==> config.mk <==
export PLATFORM = sky130hd
export DESIGN_NAME = cellpack_guard
export DESIGN_NICKNAME = d
export VERILOG_FILES = /design/src/rtl/cpg_pkg.sv /design/src/rtl/cpg_delay_timer.sv /design/src/rtl/cpg_ovc_tracker.sv /design/src/rtl/cpg_ovd_tracker.sv /design/src/rtl/cellpack_guard.sv
export SDC_FILE = /design/constraint.sdc
export NUM_CORES = 1
export LEC_CHECK = 0
export BUFFER_PORTS_ARGS = -buffer_cell sky130_fd_sc_hd__buf_2
export CAP_MARGIN = 30
export CORE_UTILIZATION = 41
export DETAILED_ROUTE_END_ITERATION = 12
export MAX_ROUTING_LAYER = met4
export PLACE_DENSITY = 0.65
export SKIP_CTS_REPAIR_TIMING = 1
export SLEW_MARGIN = 25
export SYNTH_ARGS = -nofsm -noshare
export SYNTH_HDL_FRONTEND = slang
export SYNTH_HIERARCHICAL = 1
export SYNTH_SLANG_ARGS = --single-unit
==> constraint.sdc <==
create_clock -name clk -period 2.65 [get_ports clk]
set_clock_uncertainty 0.1 [all_clocks]
set_input_delay 0.1325 -clock clk [delete_from_list [all_inputs] [get_ports clk]]
set_output_delay 0.1325 -clock clk [all_outputs]
set_load 0.1 [all_outputs]
==> src/rtl/cpg_pkg.sv <==
package cpg_pkg;

  typedef struct packed {
    logic chg;
    logic dsg;
  } fet_pair_t;

  // Active level of the control pin chosen by build option.
  function automatic logic ctl_inhibit(input logic pin, input bit reverse);
    return reverse ? ~pin : pin;
  endfunction

  // FET decision from the pack state.
  function automatic fet_pair_t fet_drive(input logic inhibit, input logic ocp,
                                          input logic ovc, input logic ovd,
                                          input logic pd, input logic zv_force);
    fet_pair_t f;
    f.chg = ~inhibit & (zv_force | (~ocp & ~ovc & ~pd));
    f.dsg = ~inhibit & ~ocp & ~ovd;
    return f;
  endfunction

endpackage

==> src/rtl/cpg_delay_timer.sv <==
module cpg_delay_timer #(
  parameter int DLY = 8
) (
  input  logic clk,
  input  logic rst_n,
  input  logic tick,
  input  logic arm,
  output logic fire
);
  localparam int W = $clog2(DLY + 1);
  localparam logic [W-1:0] LAST = W'(DLY - 1);

  logic [W-1:0] cnt;

  assign fire = arm & tick & (cnt == LAST);

  always_ff @(posedge clk or negedge rst_n) begin
    if (!rst_n)            cnt <= '0;
    else if (!arm || fire) cnt <= '0;
    else if (tick)         cnt <= cnt + 1'b1;
  end
endmodule

==> src/rtl/cpg_ovc_tracker.sv <==
module cpg_ovc_tracker #(
  parameter int NCELL = 3
) (
  input  logic             clk,
  input  logic             rst_n,
  input  logic             fire,
  input  logic [NCELL-1:0] hi,
  input  logic [NCELL-1:0] hi_rel,
  input  logic             clear_ext,
  output logic [NCELL-1:0] flags
);
  logic [NCELL-1:0] nxt;

  always_comb nxt = (flags & ~hi_rel) | hi;

  always_ff @(posedge clk or negedge rst_n) begin
    if (!rst_n)      flags <= '0;
    else if (fire)   flags <= hi;
    else if (|flags) flags <= clear_ext ? '0 : nxt;
  end
endmodule

==> src/rtl/cpg_ovd_tracker.sv <==
module cpg_ovd_tracker (
  input  logic clk,
  input  logic rst_n,
  input  logic fire,
  input  logic charger,
  input  logic all_rel,
  output logic ovd_active,
  output logic pd
);
  always_ff @(posedge clk or negedge rst_n) begin
    if (!rst_n) begin
      ovd_active <= 1'b0;
      pd         <= 1'b0;
    end else if (fire) begin
      ovd_active <= 1'b1;
      pd         <= 1'b1;
    end else if (pd) begin
      if (charger) pd <= 1'b0;
    end else if (ovd_active && all_rel) begin
      ovd_active <= 1'b0;
    end
  end
endmodule

==> src/rtl/cellpack_guard.sv <==
module cellpack_guard #(
  parameter int NCELL       = 3,
  parameter int OVC_TICKS   = 8,
  parameter int OVD_TICKS   = 4,
  parameter bit CTL_REVERSE = 1'b0,
  parameter bit ZERO_V_CHG  = 1'b0
) (
  input  logic             clk,
  input  logic             rst_n,
  input  logic             tick,
  input  logic [NCELL-1:0] cell_hi,
  input  logic [NCELL-1:0] cell_hi_rel,
  input  logic [NCELL-1:0] cell_lo,
  input  logic [NCELL-1:0] cell_lo_rel,
  input  logic             load_seen,
  input  logic             charger_seen,
  input  logic             ocp_trip,
  input  logic             ctl_pin,
  output logic             chg_en,
  output logic             dsg_en,
  output logic             pwr_down,
  output logic [NCELL-1:0] bleed
);
  import cpg_pkg::*;

  logic [NCELL-1:0] ovc_flags;
  logic ovc_active, ovd_active, ovc_fire, ovd_fire;
  logic ovc_arm, ovd_arm, ovc_clear, ocp_latched, inhibit, zv_force;
  fet_pair_t fets;

  assign ovc_active = |ovc_flags;
  assign ovc_arm    = (|cell_hi) & ~ovc_active;
  assign ovd_arm    = (|cell_lo) & ~ovd_active;
  assign ovc_clear  = load_seen | (ovd_active & ~charger_seen);
  assign inhibit    = ctl_inhibit(ctl_pin, CTL_REVERSE);
  assign zv_force   = ZERO_V_CHG & charger_seen & ~ovc_active;

  cpg_delay_timer #(.DLY(OVC_TICKS)) u_ovc_tmr (
    .clk(clk), .rst_n(rst_n), .tick(tick), .arm(ovc_arm), .fire(ovc_fire));

  cpg_delay_timer #(.DLY(OVD_TICKS)) u_ovd_tmr (
    .clk(clk), .rst_n(rst_n), .tick(tick), .arm(ovd_arm), .fire(ovd_fire));

  cpg_ovc_tracker #(.NCELL(NCELL)) u_ovc (
    .clk(clk), .rst_n(rst_n), .fire(ovc_fire), .hi(cell_hi),
    .hi_rel(cell_hi_rel), .clear_ext(ovc_clear), .flags(ovc_flags));

  cpg_ovd_tracker u_ovd (
    .clk(clk), .rst_n(rst_n), .fire(ovd_fire), .charger(charger_seen),
    .all_rel(&cell_lo_rel), .ovd_active(ovd_active), .pd(pwr_down));

  always_ff @(posedge clk or negedge rst_n) begin
    if (!rst_n)          ocp_latched <= 1'b0;
    else if (ocp_trip)   ocp_latched <= 1'b1;
    else if (!load_seen) ocp_latched <= 1'b0;
  end

  assign fets   = fet_drive(inhibit, ocp_latched, ovc_active, ovd_active, pwr_down, zv_force);
  assign chg_en = fets.chg;
  assign dsg_en = fets.dsg;
  assign bleed  = ovc_flags;
endmodule

# After elaboration in Yosys (flattened, before gate mapping)

Index checks and enable logic that the tools add are counted.

Add/sub/neg operators: 2
Equal/unequal tests: 4
Multiplexer cells: 15
Bitwise gates (word level): 22
Reduce and logical (&&, ||, !) cells: 14

Operators with widths:

| operator                                             | number |
|---|---|
| 2-to-1 mux 3 bit                                     | 5 |
| bitwise AND 1 bit                                    | 12 |
| OR reduction 3 bit                                   | 3 |
| 2-to-1 mux 1 bit                                     | 8 |
| 2-to-1 mux 4 bit                                     | 2 |
| nonzero test 2 bit                                   | 4 |
| NOT 1 bit                                            | 6 |
| adder 4 x 1 -> 4 bit (second input constant)         | 1 |
| equality test 4 x 3 -> 1 bit (second input constant) | 1 |
| adder 3 x 1 -> 3 bit (second input constant)         | 1 |
| bitwise AND 3 bit                                    | 1 |
| equality test 3 x 2 -> 1 bit (second input constant) | 1 |
| NOT 3 bit                                            | 1 |
| bitwise OR 3 bit                                     | 1 |
| AND reduction 3 bit                                  | 1 |
| zero test 1 bit                                      | 2 |
| logical OR 1 bit                                     | 2 |
| != test 2 x 1 -> 1 bit (second input constant)       | 1 |
| != test 2 bit (second input constant)                | 1 |
| AND reduction 2 bit                                  | 1 |
| logical AND 1 bit                                    | 1 |
| bitwise OR 1 bit                                     | 1 |

Flip-flop bits (word level): 13

# Longest topological paths before layout

Gate-level depths: netlist of the first run.

Depth in word-level cells: 7
Gate-level depth with buffers: 5
Gate-level depth less buffers: 5

# By module

The synthesis of the first run kept the hierarchy.

By module, submodules not included:

| module                       | times used | cells each | area an instance (um^2) | seq. area each (um^2) |
|---|---|---|---|---|
| cpg_delay_timer at u_ovc_tmr | 1          | 20         | 217.7                   | 100.1 |
| cpg_delay_timer at u_ovd_tmr | 1          | 17         | 173.9                   | 75.1 |
| cpg_ovc_tracker              | 1          | 14         | 150.1                   | 75.1 |
| cellpack_guard               | 1          | 12         | 96.3                    | 25.0 |
| cpg_ovd_tracker              | 1          | 6          | 76.3                    | 50.0 |

# Worst setup path after synthesis of the first run

Ideal clock, no wire load.

Path type: flip-flop to output port
Start: register u_ovc.flags[1]
End: output chg_en
Arrival time: 2.906 ns
Data required time: 2.418 ns
Setup slack: -0.489 ns
Cell stages (with the launch flop): 3
Buffers on the path: 0
Cell sequence: dfrtp_1 -> or3_4 -> nor4_2

Longest elaborated chain between the ends: 5

Ends and longest elaborated chain:

| what                           | RTL line              | RTL |
|---|---|---|
| from (decl)                    | cpg_ovc_tracker.sv:10 | `output logic [NCELL-1:0] flags` |
| from (signal assigned)         | cpg_ovc_tracker.sv:18 | `else if (fire) flags <= hi;` |
| from (signal assigned)         | cpg_ovc_tracker.sv:19 | `else if (\|flags) flags <= clear_ext ? '0 : nxt;` |
| OR reduction 3 bit             | cellpack_guard.sv:31  | `assign ovc_active = \|ovc_flags;` |
| NOT 1 bit                      | cpg_pkg.sv:18         | `f.chg = ~inhibit & (zv_force \| (~ocp & ~ovc & ~pd));` |
| bitwise AND 1 bit (3 in a row) | cpg_pkg.sv:18         |  |
| to (decl)                      | cellpack_guard.sv:19  | `output logic chg_en,` |

No other way between the ends.

# Worst setup path after layout of the first run

Start: register u_ovc.flags[1]
End: register u_ovc.flags[0]

Longest elaborated chain between the ends: 6
Elaborated cells on any way between the ends: 7
Those cells by class: mux: 1; bitwise: 4; reduce/logical: 2

Ends and longest elaborated chain:

| what                                                          | RTL line              | RTL |
|---|---|---|
| OR reduction 3 bit (*)                                        | cellpack_guard.sv:31  |  |
| NOT 1 bit (*)                                                 | cellpack_guard.sv:32  | `assign ovc_arm = (\|cell_hi) & ~ovc_active;` |
| bitwise AND 1 bit (*)                                         | cellpack_guard.sv:32  |  |
| via ovc_arm                                                   | cellpack_guard.sv:28  | `logic ovc_arm, ovd_arm, ovc_clear, ocp_latched, inhibit, zv_force;` |
| bitwise AND 1 bit (*) (2 in a row)                            | cpg_delay_timer.sv:15 | `assign fire = arm & tick & (cnt == LAST);` |
| via ovc_fire                                                  | cellpack_guard.sv:27  | `logic ovc_active, ovd_active, ovc_fire, ovd_fire;` |
| 2-to-1 mux 3 bit / nonzero test 2 bit (equally long branches) | --                    |  |

Mark *: on every way through the listed nets, which the timed path passes. The rest lies on a longest branch.
A chain may end at the register's enable or synchronous reset.

==> results.md, run 1 <==
- Input/output buffers: 24
- Die area: about 1900 um2
- Initial DRT Pass Iterations: 8
- Layout Area Growth over Synthesis: 30.5%
- Syn nets: just over 90
- Post-route cell area: a little over 900 um2
- First-pass GRT wire length: 2300 um
- Type of destination of the critical path: flip-flop
- Post-synthesis compound-gate area fraction: ~15%
- Synthesized area: approximately 710 um2
- Vias in the first global route: approximately 550
- Final setup TNS: 0 ns
- Final setup viols: 0
- Fin. max-slew vios: 0
- Worst rel slew slack: roughly 68%
- Total global routing overflow: 0
- Vias: 627
- Mux contribution to synthesized area: 1.40%
- Worst Max-Slew Pin Slew: 0.485 ns
- Crit start category: flip-flop
- Cell row count: 14
- Leakage: between 0.4 and 0.5 nW
- Synth unique cells: 30
- Worst R2R Path Depth: 6
- Max Clock Freq: slightly above 500 MHz
- Outcome: finished with violations
- CTS tree: yes
- Synth area leader: dfrtp_1
- Total area of sequential cells: around 330 um2
- Core box area: ~1600 um2
- Total power: a little under 700 uW
- Wire per inst: about 12 um
- Fin Hold WS: between 0.007 and 0.008 ns
- Area of the multi-input gates: 380 um2
- Clock transition at path regs: approximately 0.08 ns
- RSZ-0062 raised after global routing: no
- CTS Buf Count: 3
- Max Root-Sink Buffers: 2
- Cells after Synth: slightly below 70
- Syn_area_per_cell: about 10 um2
- CP required: around 2.7 ns
- Worst Setup EP: u_ovc/flags[0]
- Crit Path Category: flip-flop to flip-flop
- RD Place Congestion: around 0.81
- Area contributors post-synth: dfrtp_1 (46%), ha_1 (5.3%), or3b_1 (4.9%), a211oi_1 (3.2%), a21o_1 (3.2%)
- Max VDD drop: about 0.39 mV
- Clock H-tree levels: 1
- Number of fill cells: 134
- Die Wd: between 40 and 50 um
- Post-Place Worst Slack: 0.705 ns
- Placed Area: approximately 900 um2
- Failing checks: design-rule violations
- Final Cycle Share: roughly three quarters
- Post-Synth XOR/XNOR Area: 0%
- R2R Path Start: u_ovc/flags[1]
- Nets: roughly 120
- CP arrival: ~2 ns
- Antenna violations before repair: 0
- FF+latch count, synth: 13
- Max-cap check violation count: 0
- Share of cells above drive strength 1: 35.6%
- Power density cells: slightly above 700 nW/um2
- CP max FO: 8
- DR iter-0 viols: 9
- Tmin final: about 2 ns
- Skew-Pair Late Insertion Delay: ~0.26 ns
- Post-route antenna net violation count: 0
- Simple-Gate Fraction of Synth Area: 29.9%
- DRC Markers: 2
- Clock sinks: 13
- Largest family of logic cells by synthesized area: simple AND/OR/NAND/NOR gates
- CTS root buffer: clkbuf_4
- ANT cells: 0
- Die H: 43.7 um
- Setup ws final: slightly below 0.7 ns
- Final count of hold timing violations: 0
- Gr usage total: between 10% and 20%
- Ports: 25
- YS warnings: 6
- Hpwl dp: 1060 um
- DR vias/cell: roughly 5.4
- HP Class: primary input to flip-flop
- Reg-to-Reg End: u_ovc/flags[0]
- Starting density of the core: roughly 46%
- Synth Area in Adders: about 5.3%
- Largest net degree at the start of global routing: 16
- CP startpoint: u_ovc/flags[1]
- Final WL: approximately 1400 um
- Sequential fraction of the synthesis area: about 46%
- Area share of the largest cell type after synthesis: 45.5%
- Flop2flop setup slack: 0.68 ns
registers in the layout, summed over array words and instances, names as in the netlist:
| register | count |
|---|---|
| u_ovc/flags | 3 |
| ocp_latched | 1 |
| u_ovc_tmr/cnt | 4 |
| u_ovd/pd | 1 |
| u_ovd/ovd_active | 1 |
| u_ovd_tmr/cnt | 3 |
worst min path at each step:
| stage | from | end | cells after the start |
|---|---|---|---|
| after floorplan | rst_n | ocp_latched | 0 |
| after global placement | rst_n | u_ovc_tmr/cnt[0] | 1 |
| after detailed placement | rst_n | u_ovc_tmr/cnt[0] | 1 |
| after CTS | rst_n | u_ovc_tmr/cnt[0] | 1 |
| after global routing | cell_hi[0] | u_ovc/flags[0] | 3 |
| final | cell_hi[1] | u_ovc/flags[1] | 3 |
logic make-up (layout without fill, tap and decap cells):
| kind of cell | count (synthesis) | after routing |
|---|---|---|
| AND/OR/NAND/NOR | 32 | 32 |
| flip-flops | 13 | 13 |
| buffers and inverters | 6 | 38 |
| multiplexers | 1 | 1 |
| AO/OA/AOI/OAI | 14 | 14 |
| adder cells (fa/ha/maj) | 3 | 3 |
synthesized netlist by cell type, drive strengths merged:
cell type	n
o21a	1
nor3	3
and2b	1
nor2	2
or3	1
or3b	4
nand3	1
dfrtp	13
nand4	1
a21o	4
nand2b	4
nand2	5
a211oi	3
o22ai	2
mux2i	1
inv	6
nand3b	3
and3b	2
ha	3
and3	3
o21ai	2
a21boi	1
nor4	2
o31ai	1
per-layer routing:
metal,vias up,part of all wire (%),GRT usage (%)
li1,316,-,-
met1,293,49,23.3
met2,16,45,24.5
met3,2,5.4,2.50
met4,0,0.93,7.50
met5,-,0,-
metrics by stage:
stage,instances,utilization [%]
5_1_grt,117,59.8
4_1_cts,114,57.9
3_5_place_dp,110,56.2
3_3_place_gp,110,56.2
6_report,117,59.8
2_1_floorplan,69,-
worst max-delay path, cell delays in order, from the launching register on:
cell,delay (ns)
dfrtp_1,0.41
or3_4,0.41
nor2_1,0.12
buf_4,0.15
and3_2,0.22
and2b_2,0.24
a211oi_1,0.22
power breakdown:
part           leakage, nW  total [mW]  internal, mW  switching (mW)
logic                0.314       0.258         0.110           0.148
registers            0.171       0.299         0.252          0.0467
clock network       0.0150       0.120        0.0581          0.0623
total                0.500       0.678         0.420           0.257
area by class of cell:
cell class              count  area share, %
clock buffers               4           2.82
inverters                   6           2.42
multi-input cells          50           40.8
flip-flops and latches     13           34.9
well taps                  16           2.15
repair buffers             28           16.9
placed cells by master (no fill, tap or decap):
cell type,Yosys,routed
nor3_1,3,2
clkbuf_4,0,3
and3_1,2,2
buf_2,0,24
mux2i_1,1,1
inv_1,6,6
o21ai_0,1,1
dfrtp_1,13,13
nand2b_2,1,1
nor3_2,0,1
a21o_2,1,1
o21a_1,1,1
nand3b_1,3,3
nand2_1,5,5
dlygate4sd3_1,0,3
and2b_2,1,1
ha_1,3,3
or3_4,1,1
nor4_4,0,1
o22ai_2,1,1
a21o_1,3,3
nand3_1,1,1
o21ai_1,1,1
a21boi_0,1,1
or3b_1,4,4
buf_4,0,1
a211oi_1,3,3
nor4_1,1,1
o31ai_1,1,1
o22ai_1,1,1
nand4_1,1,1
and3b_1,2,2
nor2_1,2,2
and3_2,1,1
nand2b_1,3,3
clkbuf_1,0,1
(Power assumes the default switching activity.)
==> run 2, diff against run 1 <==
==> constraint.sdc (replaced) <==
create_clock -name clk -period 2 [get_ports clk]
set_clock_uncertainty 0.1 [all_clocks]
set_input_delay 0.1 -clock clk [delete_from_list [all_inputs] [get_ports clk]]
set_output_delay 0.1 -clock clk [all_outputs]
set_load 0.1 [all_outputs]
==> results.md, run 2 (synthesis gave the netlist of run 1 again) <==
- Leakage: roughly 0.52 nW
- Most common cell after layout, fill and taps aside: buf_2
- Max Clock Freq: just over 500 MHz
- Input/output buffers: 24
- Final Cycle Share: between 90% and 100%
- Initial DRT Pass Iterations: 8
- Clock sinks: 13
- Slowest stage delay, CP: about 0.49 ns
- CTS Buf Count: 3
- Vias in the first global route: ~570
- Die area: between 1500 and 2000 um2
- Max VDD drop: between 0.5 and 0.6 mV
- Setup ws final: 0.0703 ns
- Hpwl dp: 1110 um
- HP Start: charger_seen
- Clock transition at path regs: approximately 0.08 ns
- Crit Path Category: flip-flop to flip-flop
- Final setup TNS: 0 ns
- Post-Place Worst Slack: 0.110 ns
- CP startpoint: u_ovc/flags[1]
- Final WL: 1610 um
- Failing checks: design-rule violations
- Max-cap check violation count: 0
- Fin. max-slew vios: 0
- Ports: 25
- Worst Max-Slew Pin Slew: approximately 0.5 ns
- Most frequent cells in the layout: buf_2 (23), dfrtp_1 (10), dlygate4sd3_1 (9), inv_1 (6), nand2_1 (5)
- DR vias/cell: 5.29
- Outcome: finished with violations
- Skew-Pair Late Insertion Delay: 0.27 ns
- CP max FO: 5
- Total power: 922 uW
- Max Root-Sink Buffers: 2
- CTS root buffer: clkbuf_4
- Starting density of the core: around 46%
- Slowest-stage cell, CP: dfrtp_4
- Wire per inst: 13.0 um
- CP Buf/Inv Count: 0
- Biggest regs: u_ovc_tmr/cnt x4, u_ovc/flags x3, u_ovd_tmr/cnt x3
- DRC Markers: 3
- Largest net degree at the start of global routing: 16
- Core box area: 1560 um2
- Final setup viols: 0
- Type of destination of the critical path: flip-flop
- CP arrival: 2.01 ns
- RD Place Congestion: 0.827
- Top Family by Delay on Critical Path: simple AND/OR/NAND/NOR gates
- Crit start category: flip-flop
- Antenna violations before repair: 0
- Cell row count: 14
- HP Class: primary input to flip-flop
- Die Wd: between 40 and 50 um
- CP Cell Sequence: or3_4 > nor2_2 > and3_2 > and2b_2 > a211oi_1
- RSZ-0062 raised after global routing: no
- Share of cells above drive strength 1: between 30 and 40%
- Total global routing overflow: 0
- Reg with most FFs: u_ovc_tmr/cnt
- Clock H-tree levels: 1
- First-pass GRT wire length: ~2400 um
- ANT cells: 0
- Post-route antenna net violation count: 0
- Layout Area Growth over Synthesis: 42.6%
- Final count of hold timing violations: 0
- Tmin final: roughly 1.9 ns
- Gr usage total: between 10% and 20%
- Worst rel slew slack: between 60% and 70%
- Vias: between 600 and 700
- R2R Path Start: u_ovc/flags[1]
- Largest register FFs: 4
- CTS tree: yes
- CP required: around 2.1 ns
- DR iter-0 viols: 15
- Nets: 131
- Power density cells: ~900 nW/um2
- Die H: ~44 um
[run 2: cell types whose count changed in the layout (fill, tap and decap cells not counted), sizes merged]
cell	delta
dlygate4sd3	+6
clkbuf	+1
[run 2: stage by stage]
| stage | util [%] | instances | hold slack [ns] | instance area [um2] |
|---|---|---|---|---|
| after floorplan | - | 69 | -0.296 | 737 |
| after global placement | 57.2 | 111 | -0.0948 | 892 |
| after detailed placement | 57.2 | 111 | -0.0930 | 892 |
| after CTS | 58.9 | 115 | -0.393 | 918 |
| after global routing | 65.3 | 124 | -0.00122 | 1020 |
| final | 65.3 | 124 | 0.0114 | 1020 |
[run 2: worst paths after layout]
| path | slack, ns | cells past startpoint | endpoint |
|---|---|---|---|
| hold / removal | 0.01 | 3 | u_ovd/pd |
| min in group asynchronous | 0.15 | 2 | u_ovc_tmr/cnt[2] |
| max in group asynchronous | 1.38 | 2 | u_ovc/flags[1] |
| setup / recovery | 0.07 | 5 | u_ovc/flags[0] |
| hold reg to reg | 0.43 | 1 | u_ovc_tmr/cnt[0] |
| setup reg to reg | 0.07 | 5 | u_ovc/flags[0] |
[run 2: final cells by class]
type | instances | area [um2]
timing repair buffer | 35 | 228
multi-input combinational | 50 | 390
tap | 16 | 20.0
inverter | 6 | 22.5
fill | 139 | 541
clock buffer | 4 | 26.3
sequential | 13 | 332
[run 2: worst min-delay path: cells and delay by family]
kind | cells | cell delay (ns)
buf+inv | 2 | 0.14
compound gates | 1 | 0.11
[run 2: power breakdown]
group          internal, mW  switching (mW)
Combinational         0.161           0.202
Sequential            0.335          0.0601
Clock                0.0771          0.0857
[run 2: metal layers]
metal	GRT usage, %	wire length [um]	part of all wire [%]	vias up
met1	23.1	749	47	315
met2	26.3	813	51	11
met5	-	0	0	-
met4	5.63	0	0	0
met3	5.42	44	2.7	0
li1	-	-	-	330
